--- src/rtl/wdPkg.sv ---
package wdPkg;
  // Strobes from control to datapath
  typedef struct packed {
    logic reload;     // load counter from the limit field
    logic countDown;  // consume one tick of low time
  } wdCtl_t;

  localparam logic [7:0] BUS_ERR_CODE = 8'h78;
  localparam logic [7:0] IDLE_CODE    = 8'hF8;
endpackage

--- src/rtl/wdDatapath.sv ---
module wdDatapath
  import wdPkg::*;
#(
  parameter int CNT_W = 7
) (
  input  logic             clk,
  input  logic             rstN,
  input  logic             sclIn,
  input  logic [CNT_W-1:0] reloadVal,
  input  wdCtl_t           ctl,
  output logic             sclEdge,
  output logic             countZero
);
  logic             sclPrev;
  logic [CNT_W-1:0] count;

  // Released line idles high, so the reset value is 1
  always_ff @(posedge clk or negedge rstN) begin
    if (!rstN) sclPrev <= 1'b1;
    else       sclPrev <= sclIn;
  end

  assign sclEdge = sclIn ^ sclPrev;

  always_ff @(posedge clk or negedge rstN) begin
    if (!rstN)              count <= '0;
    else if (ctl.reload)    count <= reloadVal;
    else if (ctl.countDown) count <= count - 1'b1;
  end

  assign countZero = (count == '0);
endmodule

--- src/rtl/wdControl.sv ---
module wdControl
  import wdPkg::*;
#(
  parameter logic [7:0] ERR_CODE  = BUS_ERR_CODE,
  parameter logic [7:0] IDLE_VAL  = IDLE_CODE
) (
  input  logic       clk,
  input  logic       rstN,
  input  logic       enable,
  input  logic       tick,
  input  logic       sclIn,
  input  logic       sclEdge,
  input  logic       countZero,
  output wdCtl_t     ctl,
  output logic       errStrobe,
  output logic       errLatched,
  output logic [7:0] statusCode
);
  logic primed;
  logic active;
  logic lowTick;
  logic expire;

  assign active  = primed && !errLatched;
  // A tick counts only while low, enabled and not on a reload cycle
  assign lowTick = active && enable && !sclEdge && !sclIn && tick;
  assign expire  = lowTick && countZero;

  always_comb begin
    ctl           = '0;
    ctl.reload    = !primed || (active && (sclEdge || !enable));
    ctl.countDown = lowTick && !countZero;
  end

  always_ff @(posedge clk or negedge rstN) begin
    if (!rstN) begin
      primed     <= 1'b0;
      errLatched <= 1'b0;
      errStrobe  <= 1'b0;
    end else begin
      primed    <= 1'b1;
      errStrobe <= expire;
      if (expire) errLatched <= 1'b1;
    end
  end

  assign statusCode = errLatched ? ERR_CODE : IDLE_VAL;
endmodule

--- src/rtl/sclLowWatchdog.sv ---
module sclLowWatchdog
  import wdPkg::*;
#(
  parameter int         CFG_W    = 8,
  parameter logic [7:0] ERR_CODE = BUS_ERR_CODE,
  parameter logic [7:0] IDLE_VAL = IDLE_CODE
) (
  input  logic             clk,
  input  logic             rstN,
  input  logic [CFG_W-1:0] cfgByte,
  input  logic             sclIn,
  input  logic             tick,
  output logic             errStrobe,
  output logic [7:0]       statusCode,
  output logic             sclRelease,
  output logic             sdaRelease
);
  localparam int CNT_W = CFG_W - 1;

  wdCtl_t ctl;
  logic   sclEdge;
  logic   countZero;
  logic   errLatched;

  wdDatapath #(.CNT_W(CNT_W)) u_dp (
    .clk       (clk),
    .rstN      (rstN),
    .sclIn     (sclIn),
    .reloadVal (cfgByte[CNT_W-1:0]),
    .ctl       (ctl),
    .sclEdge   (sclEdge),
    .countZero (countZero)
  );

  wdControl #(.ERR_CODE(ERR_CODE), .IDLE_VAL(IDLE_VAL)) u_ctl (
    .clk        (clk),
    .rstN       (rstN),
    .enable     (cfgByte[CFG_W-1]),
    .tick       (tick),
    .sclIn      (sclIn),
    .sclEdge    (sclEdge),
    .countZero  (countZero),
    .ctl        (ctl),
    .errStrobe  (errStrobe),
    .errLatched (errLatched),
    .statusCode (statusCode)
  );

  assign sclRelease = errLatched;
  assign sdaRelease = errLatched;
endmodule

--- config.mk ---
export PLATFORM = sky130hd
export DESIGN_NAME = sclLowWatchdog
export DESIGN_NICKNAME = d
export VERILOG_FILES = /design/src/rtl/wdPkg.sv /design/src/rtl/wdDatapath.sv /design/src/rtl/wdControl.sv /design/src/rtl/sclLowWatchdog.sv
export SDC_FILE = /design/constraint.sdc
export NUM_CORES = 1
export LEC_CHECK = 0
export ABC_AREA = 1
export BUFFER_PORTS_ARGS = -buffer_cell sky130_fd_sc_hd__buf_2
export CORE_UTILIZATION = 54
export CTS_CLUSTER_DIAMETER = 30
export DETAILED_ROUTE_END_ITERATION = 8
export GPL_TIMING_DRIVEN = 1
export PLACE_DENSITY = 0.89
export SLEW_MARGIN = 0
export SYNTH_ARGS = -nofsm -noshare
export SYNTH_HDL_FRONTEND = slang
export SYNTH_SLANG_ARGS = --single-unit
export TNS_END_PERCENT = 5
--- constraint.sdc ---
create_clock -name clk -period 2.1 [get_ports clk]
set_input_delay 0.315 -clock clk [delete_from_list [all_inputs] [get_ports clk]]
set_output_delay 0.315 -clock clk [all_outputs]
set_load 0.03 [all_outputs]
==> impl_metrics.toml <==
[sta]
fmax_mhz = 627
post-route-period-util_pct = 76.0
setup_tns_ns = 0
skew_ns = 0.000687
setup_slack_ns = 0.504
period_needed_ns = 1.60
slew_viol_final = 0
hold_viol = 0
setup_viol_count_final = 0
rsz0062_at_grt = "false"

[power]
clkPwrFrac_pct = 25.3
p_switching_uw = 214
power.density_mw_per_mm2 = 654
p_int_uw = 370
pwr-share-comb_pct = 29.8
ir_worst_vdd_mv = 0.492
switching_share_pct = 36.7
p_leak_nw = 0.520
seq_power_share_pct = 44.8

[setup_path]
crit_fanout = 8
crit_type = "reg -> reg"
worst_path_max_delay_cell = "dfrtp_1"
cp-start-kind = "flip-flop"
end_kind = "flip-flop"
cp.depth = 9
r2r.worst_path.cells = 9
crit_buf_inv = 2
path_cells = "inv_1, ha_1, inv_1, nor2_1, nand3_1, nand3_4, nand2_4, nand2_1, nand2_1"
arrival_ns = 1.76
path_delay_family = "simple AND/OR/NAND/NOR gates"
worstPathRequired_ns = 2.27
max_stage_delay_ns = 0.39

[clock_network]
cts.sinks = 11
clock_latency_ns = 0.27
cts_buffers = 3
ctsResizeCount = 0
cts_buffer_depth = 2
clk_pin_slew_worst_paths_ns = 0.07
h-tree-depth = 1
cts_root_buf = "clkbuf_4"
tritoncts = "built"

[floorplan]
start_util_pct = 60.1
core-area_mm2 = 0.00135
die_y_um = 40.8
die_w_um = 40.8
io_pins = 23
dieArea_mm2 = 0.00166
num_rows = 13

[place]
hpwlAfterDp_mm = 1.29
globalplace.congestion = 0.890
dp_slack_ns = 0.535
port-buffer-count = 15

[yosys]
synth_top_area_cell = "dfrtp_1"
synth_enable_flop_cells = 0
ys_seq_area_share_pct = 34.1
synth_area_um2 = 812
ys_ff_latch = 11
synth_area_leaders = "dfrtp_1, nand2_1, nand3_1"
synth_warnings = 0
syn_inst = 114
synth_most_common_cell = "nand2_1"
yosys_most_used_dff = "dfrtp_1"
synth_common_cells = "nand2_1, nand3_1, inv_1"
synthArstFlopShare_pct = 100
synth_area_per_cell_um2 = 7.12
synth_top_area_share_pct = 30.8
yosysUniqueCellTypes = 21

[global_routing]
grt-ovfl-total = 0
antenna_found_initial = 0
grt_pass1_wl_mm = 2.67
grt_pass1_vias = 608
grt_max_degree = 13
grtUsageTotal_pct = 25.4

[detailed_routing]
drc_errors = 0
drtAntennaViolNets = 0
drt_pass1_iterations = 4
drt_iter0_markers = 31
wl_per_cell_um = 11.7
wl_mm = 1.71
vias = 719
viasPerCell = 4.92

[layout]
n_antenna_cell = 0
syn_to_final_growth_pct = 10.0
nets = 146
drive_above_1_share_pct = 19.8
fill_cells = 116

[status]
status = "finished clean"

[run]
drv_cap = 0

[min_path]
hold_depth = 1
min_path_type = "in -> reg"
==> power groups by stage <==
| stage | Clock [mW] | Combinational (mW) | Sequential (mW) |
|---|---|---|---|
| global placement | 0 | 0.163 | 0.264 |
| finish | 0.148 | 0.174 | 0.262 |
| detailed placement | 0 | 0.171 | 0.265 |
| CTS | 0.155 | 0.174 | 0.261 |
| global route | 0.164 | 0.195 | 0.264 |
| floorplan | 0 | 0.143 | 0.259 |
==> area by class of cell <==
cell class | count | area (um2) | area share [%]
Multi-Input combinational cell | 86 | 434 | 48.6
Sequential cell | 11 | 277 | 31.0
Timing Repair Buffer | 16 | 85.1 | 9.52
Inverter | 14 | 52.6 | 5.88
Clock buffer | 4 | 26.3 | 2.94
Tap cell | 15 | 18.8 | 2.10
==> registers in the layout (all words and copies together), names as in the netlist <==
name              cells
u_dp.count            7
u_ctl.errLatched      1
u_dp.sclPrev          1
u_ctl.errStrobe       1
u_ctl.primed          1
==> worst paths after layout <==
path	startpoint	endpoint	slack (ns)
worst max-delay path	u_dp.count[0]$_DFFE_PN0P_	u_dp.count[2]$_DFFE_PN0P_	0.50
worst max register to register	u_dp.count[0]$_DFFE_PN0P_	u_dp.count[2]$_DFFE_PN0P_	0.50
min in group asynchronous	rstN	u_ctl.primed$_DFF_PN0_	0.46
worst min register to register	u_dp.count[0]$_DFFE_PN0P_	u_dp.count[0]$_DFFE_PN0P_	0.54
worst min-delay path	sclIn	u_dp.sclPrev$_DFF_PN1_	0.16
max in group asynchronous	rstN	u_dp.sclPrev$_DFF_PN1_	1.37
==> cell families (layout without fill, tap and decap cells) <==
| logic type | after synthesis | count (layout) | share of synthesized area, % |
|---|---|---|---|
| flip-flops | 11 | 11 | 34.1 |
| AO/OA/AOI/OAI | 2 | 2 | 2.62 |
| AND/OR/NAND/NOR | 73 | 73 | 43.0 |
| buffers and inverters | 23 | 34 | 15.3 |
| adder cells (fa/ha/maj) | 2 | 2 | 3.08 |
| other | 2 | 8 | 0.925 |
| XOR/XNOR | 1 | 1 | 1.08 |
==> cells in the final DEF, fill, tap and decap left out, drive strengths merged <==
| master | n |
|---|---|
| o21ai | 1 |
| ha | 2 |
| dfrtp | 10 |
| xor2 | 1 |
| nand3 | 17 |
| nand3b | 1 |
| nor3 | 1 |
| dfstp | 1 |
| conb | 8 |
| inv | 14 |
| nor2 | 6 |
| a21oi | 1 |
| nand2 | 46 |
| dlygate4sd3 | 1 |
| clkbuf | 4 |
| buf | 15 |
| nand4 | 2 |
==> per-layer routing <==
layer | track usage (%) | vias to the layer above | routed length (um)
met3 | 5.43 | 2 | 126
met2 | 39.1 | 37 | 838
met5 | 0 | - | 0
met1 | 33.3 | 309 | 735
met4 | 12.5 | 0 | 10
li1 | - | 371 | -
==> per-stage QoR <==
step                      cells  hold WS (ns)  util, %  area (um2)  total power, mW
after global placement      141         0.197     63.5         857            0.426
after floorplan             120        0.0194        -         835            0.402
after global routing        146         0.158     66.2         893            0.623
after CTS                   146         0.151     66.2         893            0.590
final                       146         0.158     66.2         893            0.584
after detailed placement    141         0.195     63.5         857            0.436
==> worst register-to-register path: cells and delay by family (launching register included) <==
family	cells	cell delay (ns)
and+or+nand+nor	6	0.70
DFF	1	0.39
buffers and inverters	2	0.22
adders and majority gates	1	0.19
==> repair_timing <==
item                      CTS  global route
buffers inserted            0             0
hold endpoints to repair   10             0
hold buffers                1             0
Power figures use the tool's default switching activity.
